### src/rtl/ga_xover_pkg.sv
package ga_xover_pkg;

  localparam int MASK_SR_W = 16;
  localparam logic [MASK_SR_W-1:0] MASK_SR_SEED = 16'hACE1;

  typedef enum logic {
    PICK_STORED = 1'b0,
    PICK_NEW    = 1'b1
  } parent_pick_e;

  function automatic logic [MASK_SR_W-1:0] mask_sr_step(input logic [MASK_SR_W-1:0] s);
    return {s[MASK_SR_W-2:0], s[15] ^ s[13] ^ s[12] ^ s[10]};
  endfunction

endpackage

### src/rtl/ga_mask_lfsr.sv
module ga_mask_lfsr
  import ga_xover_pkg::*;
#(
  parameter int BEAT_W = 8
) (
  input  logic              clk,
  input  logic              rst_n,
  input  logic              adv,
  output logic [BEAT_W-1:0] mask
);

  logic [MASK_SR_W-1:0] sr_q;
  logic [MASK_SR_W-1:0] sr_d;

  always_comb begin
    sr_d = sr_q;
    if (adv) sr_d = mask_sr_step(sr_q);
  end

  always_ff @(posedge clk or negedge rst_n) begin
    if (!rst_n) sr_q <= MASK_SR_SEED;
    else        sr_q <= sr_d;
  end

  assign mask = sr_q[BEAT_W-1:0];

  // the mask source never locks up in the all-zero state
  assert_mask_live_R4: assert property (@(posedge clk) disable iff (!rst_n)
    sr_q != '0);

endmodule

### src/rtl/ga_slice_store.sv
module ga_slice_store #(
  parameter int BEAT_W = 8,
  parameter int BEATS  = 4,
  parameter int FIT_W  = 16,
  parameter int ADDR_W = 8,
  localparam int IDX_W = (BEATS > 1) ? $clog2(BEATS) : 1
) (
  input  logic              clk,
  input  logic              rst_n,
  input  logic              wr_en,
  input  logic [IDX_W-1:0]  idx,
  input  logic [BEAT_W-1:0] wr_data,
  input  logic              hdr_en,
  input  logic [FIT_W-1:0]  hdr_fit,
  input  logic [ADDR_W-1:0] hdr_addr,
  input  logic              set_full,
  output logic [BEAT_W-1:0] rd_data,
  output logic [FIT_W-1:0]  old_fit,
  output logic [ADDR_W-1:0] old_addr,
  output logic              full
);

  logic [BEAT_W-1:0] slice_q [BEATS];
  logic [FIT_W-1:0]  fit_q;
  logic [ADDR_W-1:0] addr_q;
  logic              full_q;

  generate
    for (genvar s = 0; s < BEATS; s++) begin : g_slice
      always_ff @(posedge clk) begin
        if (wr_en && (idx == IDX_W'(s))) slice_q[s] <= wr_data;
      end
    end
  endgenerate

  always_ff @(posedge clk or negedge rst_n) begin
    if (!rst_n) begin
      fit_q  <= '0;
      addr_q <= '0;
      full_q <= 1'b0;
    end else begin
      if (hdr_en) begin
        fit_q  <= hdr_fit;
        addr_q <= hdr_addr;
      end
      if (set_full) full_q <= 1'b1;
    end
  end

  assign rd_data  = slice_q[idx];
  assign old_fit  = fit_q;
  assign old_addr = addr_q;
  assign full     = full_q;

  // once an individual is held, the store never reports empty again
  assert_full_sticky_R6: assert property (@(posedge clk) disable iff (!rst_n)
    full_q |=> full_q);

endmodule

### src/rtl/ga_worse_pick.sv
module ga_worse_pick
  import ga_xover_pkg::*;
#(
  parameter int FIT_W  = 16,
  parameter int ADDR_W = 8
) (
  input  logic [FIT_W-1:0]  old_fit,
  input  logic [ADDR_W-1:0] old_addr,
  input  logic [FIT_W-1:0]  new_fit,
  input  logic [ADDR_W-1:0] new_addr,
  output logic [FIT_W-1:0]  worse_fit,
  output logic [ADDR_W-1:0] worse_addr
);

  parent_pick_e pick;

  always_comb begin
    pick = (new_fit < old_fit) ? PICK_NEW : PICK_STORED;
    if (pick == PICK_NEW) begin
      worse_fit  = new_fit;
      worse_addr = new_addr;
    end else begin
      worse_fit  = old_fit;
      worse_addr = old_addr;
    end
  end

endmodule

### src/rtl/ga_xover_stage.sv
module ga_xover_stage #(
  parameter int CHROM_W = 32,
  parameter int BEAT_W  = 8,
  parameter int FIT_W   = 16,
  parameter int ADDR_W  = 8
) (
  input  logic              clk,
  input  logic              rst_n,
  input  logic              in_valid,
  output logic              in_ready,
  input  logic [BEAT_W-1:0] in_data,
  input  logic [FIT_W-1:0]  in_fit,
  input  logic [ADDR_W-1:0] in_addr,
  output logic              out_valid,
  input  logic              out_ready,
  output logic [BEAT_W-1:0] out_data,
  output logic              out_last,
  output logic [FIT_W-1:0]  out_fit,
  output logic [ADDR_W-1:0] out_addr
);

  localparam int BEATS = (CHROM_W + BEAT_W - 1) / BEAT_W;
  localparam int IDX_W = (BEATS > 1) ? $clog2(BEATS) : 1;
  localparam int TAIL  = CHROM_W - (BEATS - 1) * BEAT_W;
  localparam logic [BEAT_W-1:0] KEEP = {BEAT_W{1'b1}} >> (BEAT_W - TAIL);

  // reset: asynchronous assertion, synchronous release
  logic [1:0] rst_sync_q;
  logic       rst_n_i;

  always_ff @(posedge clk or negedge rst_n) begin
    if (!rst_n) rst_sync_q <= 2'b00;
    else        rst_sync_q <= {rst_sync_q[0], 1'b1};
  end
  assign rst_n_i = rst_sync_q[1];

  // handshake and slice position
  logic             accept, last_in, first_in, produce;
  logic [IDX_W-1:0] idx_q, idx_d;

  assign accept   = in_valid && in_ready;
  assign last_in  = (idx_q == IDX_W'(BEATS - 1));
  assign first_in = (idx_q == '0);

  always_comb begin
    idx_d = idx_q;
    if (accept) idx_d = last_in ? '0 : idx_q + 1'b1;
  end

  always_ff @(posedge clk or negedge rst_n_i) begin
    if (!rst_n_i) idx_q <= '0;
    else          idx_q <= idx_d;
  end

  // stored parent and mask source
  logic [BEAT_W-1:0] old_slice, mask;
  logic [FIT_W-1:0]  old_fit, worse_fit;
  logic [ADDR_W-1:0] old_addr, worse_addr;
  logic              have_old;

  assign produce = accept && have_old;

  ga_slice_store #(.BEAT_W(BEAT_W), .BEATS(BEATS), .FIT_W(FIT_W), .ADDR_W(ADDR_W)) u_store (
    .clk(clk), .rst_n(rst_n_i),
    .wr_en(accept), .idx(idx_q), .wr_data(in_data),
    .hdr_en(accept && first_in), .hdr_fit(in_fit), .hdr_addr(in_addr),
    .set_full(accept && last_in),
    .rd_data(old_slice), .old_fit(old_fit), .old_addr(old_addr), .full(have_old)
  );

  ga_mask_lfsr #(.BEAT_W(BEAT_W)) u_mask (
    .clk(clk), .rst_n(rst_n_i), .adv(produce), .mask(mask)
  );

  ga_worse_pick #(.FIT_W(FIT_W), .ADDR_W(ADDR_W)) u_pick (
    .old_fit(old_fit), .old_addr(old_addr), .new_fit(in_fit), .new_addr(in_addr),
    .worse_fit(worse_fit), .worse_addr(worse_addr)
  );

  // per-bit uniform crossover
  logic [BEAT_W-1:0] mixed, mixed_trim;

  generate
    for (genvar b = 0; b < BEAT_W; b++) begin : g_mix
      assign mixed[b] = mask[b] ? in_data[b] : old_slice[b];
    end
  endgenerate

  assign mixed_trim = last_in ? (mixed & KEEP) : mixed;

  // output register
  logic              ov_q, ov_d, ol_q, ol_d;
  logic [BEAT_W-1:0] od_q, od_d;
  logic [FIT_W-1:0]  of_q, of_d;
  logic [ADDR_W-1:0] oa_q, oa_d;

  assign in_ready = !ov_q || out_ready;

  always_comb begin
    ov_d = ov_q;
    ol_d = ol_q;
    od_d = od_q;
    of_d = of_q;
    oa_d = oa_q;
    if (out_ready) ov_d = 1'b0;
    if (produce) begin
      ov_d = 1'b1;
      ol_d = last_in;
      od_d = mixed_trim;
      if (first_in) begin
        of_d = worse_fit;
        oa_d = worse_addr;
      end
    end
  end

  always_ff @(posedge clk or negedge rst_n_i) begin
    if (!rst_n_i) begin
      ov_q <= 1'b0;
      ol_q <= 1'b0;
      od_q <= '0;
      of_q <= '0;
      oa_q <= '0;
    end else begin
      ov_q <= ov_d;
      ol_q <= ol_d;
      od_q <= od_d;
      of_q <= of_d;
      oa_q <= oa_d;
    end
  end

  assign out_valid = ov_q;
  assign out_last  = ol_q;
  assign out_data  = od_q;
  assign out_fit   = of_q;
  assign out_addr  = oa_q;

  // a stalled output keeps every field
  assert_hold_R7: assert property (@(posedge clk) disable iff (!rst_n_i)
    ov_q && !out_ready |=> ov_q && $stable(od_q) && $stable(ol_q) && $stable(of_q) && $stable(oa_q));

  // nothing is presented before a stored parent exists
  assert_first_silent_R2: assert property (@(posedge clk) disable iff (!rst_n_i)
    ov_q |-> have_old);

  // unused bits of the final slice leave as zero
  assert_tail_zero_R8: assert property (@(posedge clk) disable iff (!rst_n_i)
    ov_q && ol_q |-> ((od_q & ~KEEP) == '0));

  // the reported fitness never exceeds either parent's fitness
  assert_worse_R5: assert property (@(posedge clk) disable iff (!rst_n_i)
    produce && first_in |=> (of_q <= $past(in_fit)) && (of_q <= $past(old_fit)));

  // parent report is constant inside one offspring
  assert_hdr_steady_R5: assert property (@(posedge clk) disable iff (!rst_n_i)
    ov_q && out_ready && !ol_q |=> $stable(of_q) && $stable(oa_q));

  // a produced slice is on the output one cycle later
  assert_latency_R3: assert property (@(posedge clk) disable iff (!rst_n_i)
    produce |=> ov_q);

endmodule

### config.mk
export PLATFORM = sky130hd
export DESIGN_NAME = ga_xover_stage
export DESIGN_NICKNAME = d
export VERILOG_FILES = /design/src/rtl/ga_xover_pkg.sv /design/src/rtl/ga_mask_lfsr.sv /design/src/rtl/ga_slice_store.sv /design/src/rtl/ga_worse_pick.sv /design/src/rtl/ga_xover_stage.sv
export SDC_FILE = /design/constraint.sdc
export NUM_CORES = 1
export LEC_CHECK = 0
export BUFFER_PORTS_ARGS = -buffer_cell sky130_fd_sc_hd__buf_2
export CAP_MARGIN = 20
export CORE_UTILIZATION = 50
export CTS_BUF_LIST = sky130_fd_sc_hd__clkbuf_8
export CTS_CLUSTER_DIAMETER = 100
export DETAILED_ROUTE_END_ITERATION = 6
export PLACE_DENSITY = 0.7
export SLEW_MARGIN = 15
export SYNTH_ARGS = -nofsm -noshare
export SYNTH_HDL_FRONTEND = slang
export SYNTH_SLANG_ARGS = --single-unit
### constraint.sdc
create_clock -name clk -period 6.5 [get_ports clk]
set_clock_uncertainty 0.1 [all_clocks]
set_input_delay 0 -clock clk [delete_from_list [all_inputs] [get_ports clk]]
set_output_delay 0 -clock clk [all_outputs]
set_load 0.05 [all_outputs]
==> metrics.md <==
| Metric | Value |
|---|---|
| CP endpoint kind | `register` |
| CP max stage delay | `0.62 ns` |
| R2R depth | `7` |
| Detail Route met2 WL | `4610 um` |
| Grt total ovfl | `0` |
| Fraction of synthesized cell area in xor and xnor cells | `0.5310%` |
| Crit path to | `out_fit[5]` |
| Fin crit share | `53.64%` |
| Drc violations | `0` |
| Num ports | `71` |
| Rel. slew slack | `47.54%` |
| Gpl congestion | `0.8610` |
| RSZ-0062 raised after global routing | `false` |
| Hold Buf Count CTS | `34` |
| Worst vdd ir | `0.2788 mV` |
| Vias per cell | `5.180` |
| First-pass GRT wire length | `15150 um` |
| GRT Util Overall | `19.75%` |
| Final hold vios | `0` |
| Syn Inst Count | `357` |
| Sequential share of the synthesized area | `59.57%` |
| Design Area, Final | `5937 um^2` |
| DIE AREA | `10300 um^2` |
| Setup bufs post-CTS | `0` |
| Initial Util | `52.56%` |
| Status | `finished clean` |
| Worst Hold Class | `input pin to register` |
| Pwr Density | `442.6 nW/um^2` |
| FF-to-FF Start | `idx_q[0]` |
| Clk_lat worst skew | `0.36 ns` |
| Nets | `515` |
| CP Data Required Time | `6.65 ns` |
| Fin. max-slew vios | `0` |
| Worst-margin pin slew | `0.7860 ns` |
| Met3 WL post-DR | `324 um` |
| Detail Route Antenna Nets | `0` |
| Largest family of logic cells by synthesized area | `multiplexers` |
| Antenna Cells | `0` |
| Levels on crit path | `7` |
| CP Launch Point | `idx_q[0]` |
| Mux contribution to synthesized area | `19.97%` |
| Synth Area in Simple Gates | `5.841%` |
| R2R Setup Slk | `3.01 ns` |
| Placed cell area | `5390 um^2` |
| 1st-iter DRT viols | `110` |
| CTS H-Tree Depth | `3` |
| CP max stage cell | `dfrtp_1` |
| Fin crit period | `3.486 ns` |
| Overall die height | `101.5 um` |
| Top layer reached by signal wires | `met4` |
| Synth Net Count | `412` |
| Clock-pin slew on the worst setup and hold paths | `0.11 ns` |
| CTS resizes | `0` |
| # clock sinks | `111` |
| TritonCTS clock tree | `built` |
| Wire length on met1 | `4078 um` |
| Synth warnings | `0` |
| Row count | `35` |
| Critical path, cell by cell | `inv_1 -> ha_1 -> nand4_1 -> or4_1 -> a211o_1 -> buf_4 -> mux2_4` |
| CP arrival | `3.64 ns` |
| CP startpoint kind | `register` |
| Post-Syn Area | `4948 um^2` |
| Port bufs | `70` |
| R2R Path End | `out_fit[5]` |
| Crit-path max FO | `17` |
| Max Freq | `286.8 MHz` |
| Post-DP HPWL | `6122 um` |
| Fraction of layout cells with a size suffix above 1 | `35.91%` |
| Die X | `101.5 um` |
| Worst Path Buf+Inv | `2` |
| Setup tns final | `0 ns` |
| CTS Buf Count | `9` |
| Vias | `3077` |
| Post-Syn Area per Cell | `13.86 um^2` |
| Drt wl/cell | `15.33 um` |
| Final-report setup violation count | `0` |
| Root Buffer | `clkbuf_8` |
| Area grow syn2layout | `19.97%` |
| Cell variety after synth | `33` |
| Flops & latches, synth | `111` |
| Crit path max-delay family | `simple AND/OR/NAND/NOR gates` |
| Post-synthesis adder-cell area fraction | `4.804%` |
| Core Area | `9415 um^2` |
| Largest net degree at the start of global routing | `78` |
| Critical path class | `register to register` |
| Max Cap Violations | `0` |
| CTS Buffer Depth | `2` |
| Final hold slack | `0.04124 ns` |
| Length of the first detailed-routing pass in iterations | `4` |
| P_leak | `2.689 nW` |
| Compound-Gate Fraction of Synth Area | `5.664%` |
| Vias in the first global route | `3071` |
| Antenna violations before repair | `0` |
| Most frequent cells in the layout | `dfrtp_1 (70), buf_2 (70), o21ai_0 (43)` |
| DRT Wirelength | `9108 um` |
-- worst min path at each step --
stage               startpoint       endpoint  cells after the start
floorplan                rst_n  rst_sync_q[0]                      0
global placement         rst_n  rst_sync_q[0]                      1
detailed placement       rst_n  rst_sync_q[0]                      1
CTS                  out_ready      out_valid                      3
global route         out_ready      out_valid                      3
finish               out_ready      out_valid                      3
-- registers in the layout (all words and copies together) (netlist names) --
| signal | count |
|---|---|
| u_store.slice_q | 32 |
| out_fit | 16 |
| u_mask.sr_q | 16 |
| u_store.old_fit | 16 |
| out_addr | 8 |
| out_data | 8 |
| u_store.old_addr | 8 |
| idx_q | 2 |
| rst_sync_q | 2 |
| out_last | 1 |
| out_valid | 1 |
| u_store.full | 1 |
-- cells by family (layout without fill, tap and decap cells) --
kind of cell	after synthesis	count (layout)
buf+inv	36	144
compound gates	52	52
simple gates	61	61
fa+ha+maj	19	19
mux	74	74
flops	111	111
xor+xnor	3	3
other cells	1	1
-- worst min-delay path: cells and delay by family --
kind | cells | cell delay, ns
simple gates | 2 | 0.39
buf+inv | 1 | 0.07
-- layout make-up --
class,count,area [um^2]
Fill cell,739,3478
Sequential cell,111,2952
Multi-Input combinational cell,210,1826
Timing Repair Buffer,109,748.2
Tap cell,129,161.4
Clock buffer,9,123.9
Inverter,19,71.32
Clock inverter,7,55.05
-- synthesized netlist by cell type --
cell type   n  area share (%)
nand3_1    15             1.5
nand2b_1    2            0.25
and2_0      1            0.13
ha_1       19             4.8
clkbuf_1   12            0.91
mux2i_1     8             1.6
dfrtp_1    71              36
mux4_2      8             3.6
buf_12      2            0.81
o21ai_0    43             4.3
dfstp_2     8             4.2
and4_1      1            0.18
buf_6       1            0.23
nand2_1    31             2.4
buf_1       2            0.15
edfxtp_1   32              19
inv_1      19             1.4
mux2_4     20             6.1
a211oi_1    1            0.15
a21oi_1     3            0.30
or2_2       1            0.13
a211o_1     1            0.18
a2111oi_0   2            0.35
or4_1       1            0.15
mux2_2     38             8.6
and4_4      1            0.23
o221ai_1    1            0.18
conb_1      1           0.076
xnor2_1     3            0.53
nor2_1      2            0.15
nand4_1     2            0.25
a21o_1      1            0.15
and3_1      4            0.51
-- power by group --
part	switching, mW	internal [mW]
Sequential	0.112	0.937
Clock	0.235	0.145
Combinational	0.736	0.463
-- metrics by stage --
step                util, %  power [mW]  std cells  setup WS [ns]
CTS                   62.76       2.657        593          2.986
global placement      57.25       2.221        543          3.166
floorplan                 -       1.999        357          3.729
finish                63.06       2.628        594          3.014
detailed placement    57.25       2.259        543          3.002
global route          63.06       2.798        594          2.802
-- per-layer routing --
layer	vias to the layer above	track usage (%)
li1	1480	-
met1	1527	25.44
met2	62	33.02
met3	8	6.004
met4	0	4.571
met5	-	0
Note: power is estimated with default switching activity, not from simulation.
